[config.mk]
export PLATFORM = sky130hd
export DESIGN_NAME = xu_ext_unit
export DESIGN_NICKNAME = d
export VERILOG_FILES = /design/src/rtl/xu_pkg.sv /design/src/rtl/xu_mul_byte.sv /design/src/rtl/xu_ea_adder.sv /design/src/rtl/xu_test_flags.sv /design/src/rtl/xu_ext_unit.sv
export SDC_FILE = /design/constraint.sdc
export NUM_CORES = 1
export LEC_CHECK = 0
export BUFFER_PORTS_ARGS = -buffer_cell sky130_fd_sc_hd__buf_4
export CAP_MARGIN = 20
export CORE_ASPECT_RATIO = 0.75
export CORE_UTILIZATION = 44
export CTS_CLUSTER_DIAMETER = 60
export DETAILED_ROUTE_END_ITERATION = 10
export PLACE_DENSITY = 0.82
export SLEW_MARGIN = 5
export SYNTH_ARGS = -nofsm -noshare
export SYNTH_HDL_FRONTEND = slang
export SYNTH_SLANG_ARGS = --single-unit
[constraint.sdc]
create_clock -name clk -period 12.3 [get_ports clk]
set_input_delay 1.23 -clock clk [delete_from_list [all_inputs] [get_ports clk]]
set_output_delay 1.23 -clock clk [all_outputs]
set_load 0.01 [all_outputs]
[src/rtl/xu_pkg.sv]
// Package xu_pkg: operation codes, destination codes and flag bit
// positions shared by the extended-instruction unit and its bench.
package xu_pkg;

    typedef enum logic [2:0] {
        OP_NOP      = 3'd0,
        OP_MUL      = 3'd1,
        OP_ADDR_LD  = 3'd2,
        OP_ADDR_PSH = 3'd3,
        OP_TST_A    = 3'd4,
        OP_TST_MEM  = 3'd5,
        OP_BASE_TO_A = 3'd6,
        OP_A_TO_BASE = 3'd7
    } op_t;

    typedef enum logic [2:0] {
        DST_NONE = 3'd0,
        DST_BC   = 3'd1,
        DST_DE   = 3'd2,
        DST_HL   = 3'd3,
        DST_SP   = 3'd4,
        DST_ACC  = 3'd5,
        DST_BASE = 3'd6,
        DST_PUSH = 3'd7
    } dst_t;

    localparam int FLG_C  = 0;
    localparam int FLG_N  = 1;
    localparam int FLG_PV = 2;
    localparam int FLG_X  = 3;
    localparam int FLG_H  = 4;
    localparam int FLG_Y  = 5;
    localparam int FLG_Z  = 6;
    localparam int FLG_S  = 7;

endpackage

[src/rtl/xu_mul_byte.sv]
// Module xu_mul_byte: unsigned BYTE_W x BYTE_W multiplier, purely combinational.
// Assumes both operands are unsigned. MUL_SHIFT_ADD selects an explicit
// generated chain of shifted partial products instead of the '*' operator.
module xu_mul_byte #(
    parameter int BYTE_W        = 8,
    parameter bit MUL_SHIFT_ADD = 1'b0
) (
    input  logic [BYTE_W-1:0]   op_hi,
    input  logic [BYTE_W-1:0]   op_lo,
    output logic [2*BYTE_W-1:0] product
);
    localparam int PROD_W = 2 * BYTE_W;

    generate
        if (MUL_SHIFT_ADD) begin : g_shift_add
            logic [PROD_W-1:0] partial [BYTE_W+1];
            logic [PROD_W-1:0] hi_ext;

            // Zero-extend the multiplicand to product width
            assign hi_ext = {{BYTE_W{1'b0}}, op_hi};
            assign partial[0] = '0;

            for (genvar i = 0; i < BYTE_W; i++) begin : g_stage
                // Add the shifted multiplicand when multiplier bit i is set
                assign partial[i+1] = partial[i] + (op_lo[i] ? (hi_ext << i) : '0);
            end

            assign product = partial[BYTE_W];
        end else begin : g_operator
            // Direct operator form, left to synthesis to map
            assign product = PROD_W'(op_hi) * PROD_W'(op_lo);
        end
    endgenerate

endmodule

[src/rtl/xu_ea_adder.sv]
// Module xu_ea_adder: index plus signed displacement, masked by data mode.
// Assumes disp is two's complement; in short mode the upper bits of the
// sum are cleared so the result wraps at 2**SHORT_W.
module xu_ea_adder #(
    parameter int ADDR_W  = 24,
    parameter int SHORT_W = 16,
    parameter int DISP_W  = 8
) (
    input  logic [ADDR_W-1:0] base,
    input  logic [DISP_W-1:0] disp,
    input  logic              long_mode,
    output logic [ADDR_W-1:0] addr
);
    localparam int EXT_W = ADDR_W - DISP_W;
    localparam int HI_W  = ADDR_W - SHORT_W;

    logic [ADDR_W-1:0] disp_ext;
    logic [ADDR_W-1:0] sum;

    // Sign-extend the displacement to the address width
    assign disp_ext = {{EXT_W{disp[DISP_W-1]}}, disp};

    // Full-width modular sum
    assign sum = base + disp_ext;

    // Apply the data-mode mask to the sum
    always_comb begin
        if (long_mode) addr = sum;
        else           addr = {{HI_W{1'b0}}, sum[SHORT_W-1:0]};
    end

endmodule

[src/rtl/xu_test_flags.sv]
// Module xu_test_flags: flag generation for the AND-based test operation.
// Assumes operand is already chosen (A or the fetched byte); the two
// undocumented flag bits are carried over from the incoming flags.
module xu_test_flags #(
    parameter int BYTE_W = 8
) (
    input  logic [BYTE_W-1:0] acc,
    input  logic [BYTE_W-1:0] operand,
    input  logic [7:0]        flags_in,
    output logic [7:0]        flags_out
);
    import xu_pkg::*;

    logic [BYTE_W-1:0] masked;

    // Logical AND that the flags describe; A itself is not written
    assign masked = acc & operand;

    // Assemble the flags byte from the AND result
    always_comb begin
        flags_out         = flags_in;
        flags_out[FLG_S]  = masked[BYTE_W-1];
        flags_out[FLG_Z]  = (masked == '0);
        flags_out[FLG_H]  = 1'b1;
        flags_out[FLG_PV] = ~^masked;
        flags_out[FLG_N]  = 1'b0;
        flags_out[FLG_C]  = 1'b0;
    end

endmodule

[src/rtl/xu_ext_unit.sv]
// Module xu_ext_unit: one-stage execution unit for the extended instructions
// (pair multiply, index+displacement address load/push, flag test, base
// register moves). Assumes the decoder supplies the active stack pointer on
// pair_sp and the HL-addressed byte on mem_byte. Outputs register on in_valid.
module xu_ext_unit #(
    parameter int ADDR_W        = 24,
    parameter int SHORT_W       = 16,
    parameter int BYTE_W        = 8,
    parameter bit MUL_SHIFT_ADD = 1'b0
) (
    input  logic                clk,
    input  logic                rst_n,
    input  logic                in_valid,
    input  logic [2:0]          op_code,
    input  logic [1:0]          pair_sel,
    input  logic                idx_sel,
    input  logic                long_mode,
    input  logic [BYTE_W-1:0]   disp,
    input  logic [BYTE_W-1:0]   acc,
    input  logic [BYTE_W-1:0]   base_reg,
    input  logic [BYTE_W-1:0]   mem_byte,
    input  logic [7:0]          flags_in,
    input  logic [2*BYTE_W-1:0] pair_bc,
    input  logic [2*BYTE_W-1:0] pair_de,
    input  logic [2*BYTE_W-1:0] pair_hl,
    input  logic [2*BYTE_W-1:0] pair_sp,
    input  logic [ADDR_W-1:0]   reg_ix,
    input  logic [ADDR_W-1:0]   reg_iy,
    output logic                out_valid,
    output logic [ADDR_W-1:0]   result,
    output logic [2:0]          dest_sel,
    output logic [7:0]          flags_out
);
    import xu_pkg::*;

    localparam int PAIR_W  = 2 * BYTE_W;
    localparam int PROD_PAD = ADDR_W - PAIR_W;
    localparam int BYTE_PAD = ADDR_W - BYTE_W;

    op_t                op;
    logic [PAIR_W-1:0]  pair_val;
    logic [PAIR_W-1:0]  product;
    logic [ADDR_W-1:0]  idx_val;
    logic [ADDR_W-1:0]  ea;
    logic [BYTE_W-1:0]  tst_operand;
    logic [7:0]         tst_flags;
    dst_t               pair_dst;
    logic [ADDR_W-1:0]  nxt_result;
    dst_t               nxt_dest;
    logic [7:0]         nxt_flags;

    assign op = op_t'(op_code);

    // Select the multiply source pair
    always_comb begin
        case (pair_sel)
            2'd0:    pair_val = pair_bc;
            2'd1:    pair_val = pair_de;
            2'd2:    pair_val = pair_hl;
            default: pair_val = pair_sp;
        endcase
    end

    // Destination code of the selected pair
    assign pair_dst = dst_t'({1'b0, pair_sel} + 3'd1);

    // Select the index source for address arithmetic
    assign idx_val = idx_sel ? reg_iy : reg_ix;

    // Select the test operand: A itself or the fetched byte
    assign tst_operand = (op == OP_TST_MEM) ? mem_byte : acc;

    xu_mul_byte #(
        .BYTE_W        (BYTE_W),
        .MUL_SHIFT_ADD (MUL_SHIFT_ADD)
    ) u_mul (
        .op_hi   (pair_val[PAIR_W-1:BYTE_W]),
        .op_lo   (pair_val[BYTE_W-1:0]),
        .product (product)
    );

    xu_ea_adder #(
        .ADDR_W  (ADDR_W),
        .SHORT_W (SHORT_W),
        .DISP_W  (BYTE_W)
    ) u_ea (
        .base      (idx_val),
        .disp      (disp),
        .long_mode (long_mode),
        .addr      (ea)
    );

    xu_test_flags #(
        .BYTE_W (BYTE_W)
    ) u_tst (
        .acc       (acc),
        .operand   (tst_operand),
        .flags_in  (flags_in),
        .flags_out (tst_flags)
    );

    // Decode the operation into result, destination and flags
    always_comb begin
        nxt_result = '0;
        nxt_dest   = DST_NONE;
        nxt_flags  = flags_in;
        case (op)
            OP_MUL: begin
                nxt_result = {{PROD_PAD{1'b0}}, product};
                nxt_dest   = pair_dst;
            end
            OP_ADDR_LD: begin
                nxt_result = ea;
                nxt_dest   = pair_dst;
            end
            OP_ADDR_PSH: begin
                nxt_result = ea;
                nxt_dest   = DST_PUSH;
            end
            OP_TST_A, OP_TST_MEM: begin
                nxt_result = {{BYTE_PAD{1'b0}}, acc};
                nxt_flags  = tst_flags;
            end
            OP_BASE_TO_A: begin
                nxt_result = {{BYTE_PAD{1'b0}}, base_reg};
                nxt_dest   = DST_ACC;
            end
            OP_A_TO_BASE: begin
                nxt_result = {{BYTE_PAD{1'b0}}, acc};
                nxt_dest   = DST_BASE;
            end
            default: ;
        endcase
    end

    // Output register stage, updated only on a request
    always_ff @(posedge clk) begin
        if (!rst_n) begin
            out_valid <= 1'b0;
            result    <= '0;
            dest_sel  <= DST_NONE;
            flags_out <= '0;
        end else begin
            out_valid <= in_valid;
            if (in_valid) begin
                result    <= nxt_result;
                dest_sel  <= nxt_dest;
                flags_out <= nxt_flags;
            end
        end
    end

    AST_MUL_UPPER: assert property (@(posedge clk) disable iff (!rst_n)
        (in_valid && op_code == 3'd1) |=> (result[ADDR_W-1:PAIR_W] == '0 && dest_sel == {1'b0, $past(pair_sel)} + 3'd1));

    AST_SHORT_WRAP: assert property (@(posedge clk) disable iff (!rst_n)
        (in_valid && (op_code == 3'd2 || op_code == 3'd3) && !long_mode) |=> (result[ADDR_W-1:SHORT_W] == '0));

    AST_PUSH_DEST: assert property (@(posedge clk) disable iff (!rst_n)
        (in_valid && op_code == 3'd3) |=> (dest_sel == 3'd7));

    AST_TST_FIXED: assert property (@(posedge clk) disable iff (!rst_n)
        (in_valid && (op_code == 3'd4 || op_code == 3'd5)) |=> (flags_out[4] && !flags_out[1] && !flags_out[0] && dest_sel == 3'd0));

    AST_FLAGS_PASS: assert property (@(posedge clk) disable iff (!rst_n)
        (in_valid && op_code != 3'd4 && op_code != 3'd5) |=> (flags_out == $past(flags_in)));

    AST_VALID_RISE: assert property (@(posedge clk) disable iff (!rst_n)
        in_valid |=> out_valid);

    AST_IDLE_HOLD: assert property (@(posedge clk) disable iff (!rst_n)
        !in_valid |=> (!out_valid && $stable(result) && $stable(dest_sel) && $stable(flags_out)));

endmodule

==> impl_metrics.env <==
export IMPL_crit_type="primary input to flop"
export IMPL_drtAntennaViolNets=0
export IMPL_cp_required_ns=12.53
export IMPL_num_rows=35
export IMPL_synth_fp_nets=1000
export IMPL_maxCapViolCount=0
export IMPL_final_cell_mix="buf_4 (197), nor2_1 (80), ha_1 (67)"
export IMPL_power_leakage_uw=0.00366
export IMPL_setup_viol=0
export IMPL_grt_use_met1_pct=34.5
export IMPL_grt_max_degree=34
export IMPL_grt_pass1_wl_mm=27.6
export IMPL_drive_above_1_share_pct=27.9
export IMPL_worst_slack_ns=5.85
export IMPL_comb_power_share_pct=69.8
export IMPL_final_hold_violation_count=0
export IMPL_fin_setup_tns_ns=0
export IMPL_min_period_ns=6.45
export IMPL_dp_cells=1072
export IMPL_min_path_type="flop to flop"
export IMPL_finalNetCount=1179
export IMPL_wirelength_mm=16.9
export IMPL_power_uw=860
export IMPL_rsz0062_at_grt="no"
export IMPL_ctsResizeCount=0
export IMPL_rrSetupSlack_ns=11.22
export IMPL_reg2reg_depth=3
export IMPL_cts_buffers_inserted=5
export IMPL_wire_per_inst_um=15.7
export IMPL_grt_overflow_total=0
export IMPL_synthDistinctLibCells=71
export IMPL_yosys_area_top_type="ha_1"
export IMPL_port_buffer_count=197
export IMPL_p_seq_share_pct=15.1
export IMPL_yosysSeqAreaShare_pct=12.4
export IMPL_post_cts_setup_buffers=0
export IMPL_syn_to_final_growth_pct=29.3
export IMPL_tightest_slew_ns=1.03
export IMPL_synthesis_area_um2=5810
export IMPL_synth_edf_count=0
export IMPL_cts_hold_buf=0
export IMPL_status="finished, final reports clean"
export IMPL_p_sw_uw=395
export IMPL_grt_pass1_vias=5852
export IMPL_ys_flop_type="dfxtp_1"
export IMPL_slew_viol_final=0
export IMPL_switching_share_pct=45.9
export IMPL_worstHoldEndpoint="result[6]"
export IMPL_core_um2=12600
export IMPL_timing_rr_end="result[15]"
export IMPL_post_route_period_util_pct=52.5
export IMPL_pre_cts_ws_ns=5.59
export IMPL_gp_congestion=0.950
export IMPL_use_met2_pct=41.0
export IMPL_cp_end_kind="flop"
export IMPL_dp_hpwl_mm=13.8
export IMPL_yosys_warnings=0
export IMPL_antenna_found_initial=0
export IMPL_vias_per_cell=5.80
export IMPL_cts_tree="done"
export IMPL_power_internal_uw=465
export IMPL_r2r_start="result[15]"
export IMPL_fmax_ghz=0.155
export IMPL_h_tree_depth=2
export IMPL_busiest_layer="met2"
export IMPL_fin_util_pct=59.8
export IMPL_start_util_pct=46.2
export IMPL_num_vias=6266
export IMPL_drt_iter0_markers=411
export IMPL_async_flop_share_pct=0
export IMPL_ys_ff_latch=36
export IMPL_dr_pass1_iters=6
export IMPL_ios=198
export IMPL_peakVddDrop_mv=0.0936
export IMPL_clock_sinks=36
export IMPL_clock_latency_ns=0.29
export IMPL_synth_top_cell_area_share_pct=14.4
export IMPL_netlist_instances=734
export IMPL_stdcell_count=1080
export IMPL_met3_usage_pct=4.35
export IMPL_powerDensity_nw_per_um2=114
export IMPL_path_max_fanout=33
export IMPL_whs_path_depth=2
export IMPL_critPathArrivalTime_ns=6.68
export IMPL_synth_area_leaders="ha_1 (14%), fa_1 (13%), dfxtp_1 (12%)"
export IMPL_critical_path_startpoint_type="primary input"
export IMPL_die_width_um=135
export IMPL_die_h_um=102
export IMPL_relSlewSlack_pct=30.8
export IMPL_nFillCells=1153
export IMPL_dieArea_um2=13700
export IMPL_finClkSkew_ns=0
export IMPL_root_buffer="clkbuf_16"
export IMPL_layout_cells_most_common="buf_4"
export IMPL_worstHoldStart="result[6]"
export IMPL_clockPowerShare_pct=15.1
export IMPL_avgSynthCellArea_um2=7.91
export IMPL_grtUsageTotal_pct=25.0
export IMPL_diodes=0
export IMPL_drc_errors=0
export IMPL_clk_path_buf_depth=2
export IMPL_clk_pin_slew_worst_paths_ns=0.06
==> cell usage after synthesis, drive strengths merged (4+ instances only) <==
cell / instances
fa: 37
a22o: 4
xor2: 7
nor2b: 9
a221oi: 5
buf: 7
nand2: 66
a211oi: 7
a31oi: 9
a222oi: 17
a21o: 16
o21a: 8
mux2i: 7
ha: 67
clkbuf: 17
a21oi: 46
nand3: 19
or2: 19
nand4: 5
o211ai: 9
nor2: 80
dfxtp: 36
xnor2: 13
a211o: 5
a22oi: 6
o21ai: 52
and3: 6
or3: 7
nor3: 16
mux2: 25
o31ai: 6
inv: 61
==> routing by layer <==
| layer | up-vias | share of wire, % | routed length [um] |
|---|---|---|---|
| li1 | 3029 | - | - |
| met1 | 2960 | 45 | 7630 |
| met2 | 260 | 46 | 7730 |
| met3 | 17 | 8.3 | 1410 |
| met4 | 0 | 0.99 | 167 |
| met5 | - | 0 | 0 |
==> power groups by stage <==
stage	sequential (uW)	clock, uW	combinational [uW]
floorplan	135	0	435
global placement	132	0	582
detailed placement	132	0	592
CTS	130	131	597
global route	131	137	683
finish	130	130	600
==> cell type report <==
type / count / area [um^2] / area share [%]
multi-input combinational: 612 / 4730 / 63.0
timing repair buffer: 197 / 1480 / 19.7
sequential: 36 / 721 / 9.59
inverter: 61 / 229 / 3.05
tap: 166 / 208 / 2.76
clock buffer: 5 / 125 / 1.67
clock inverter: 3 / 18.8 / 0.250
==> kinds of logic after synthesis <==
| kind of cell | share of synthesized area [%] |
|---|---|
| AO/OA/AOI/OAI | 25.2 |
| flip-flops | 12.4 |
| XOR/XNOR | 3.02 |
| buffers and inverters | 6.14 |
| adder cells (fa/ha/maj) | 27.2 |
| AND/OR/NAND/NOR | 20.0 |
| multiplexers | 6.05 |
==> per-stage QoR <==
stage | area, um^2 | hold slack, ns
floorplan | 5810 | 0.474
global placement | 7370 | 0.438
detailed placement | 7370 | 0.445
CTS | 7510 | 0.454
global route | 7510 | 0.481
finish | 7510 | 0.455
==> critical path, stage by stage <==
cell and delay (ns):
buf_4 0.13, ha_1 0.19, inv_1 0.61, o21ai_1 0.41, or2_2 0.40, fa_1 0.51, fa_1 0.55, inv_1 0.06
fa_1 0.53, inv_1 0.05, fa_1 0.52, inv_1 0.04, ha_1 0.24, a2111oi_0 0.43, o21ai_1 0.17, nand3_1 0.12
a21oi_1 0.07, or3b_1 0.35, nand3_1 0.08
==> sequential cells by signal, indices dropped and copies added (netlist names) <==
signal and flops:
dest_sel 3, flags_out 8, out_valid 1, result 24
==> how the worst max path moves through the flow <==
stage | from | to | depth (start not counted)
floorplan | pair_sel[0] | result[12] | 20
global placement | pair_sel[0] | result[15] | 19
detailed placement | pair_sel[0] | result[15] | 19
CTS | pair_sel[0] | result[15] | 19
global route | pair_sel[0] | result[15] | 19
finish | pair_sel[0] | result[15] | 19
(Power assumes the default switching activity.)
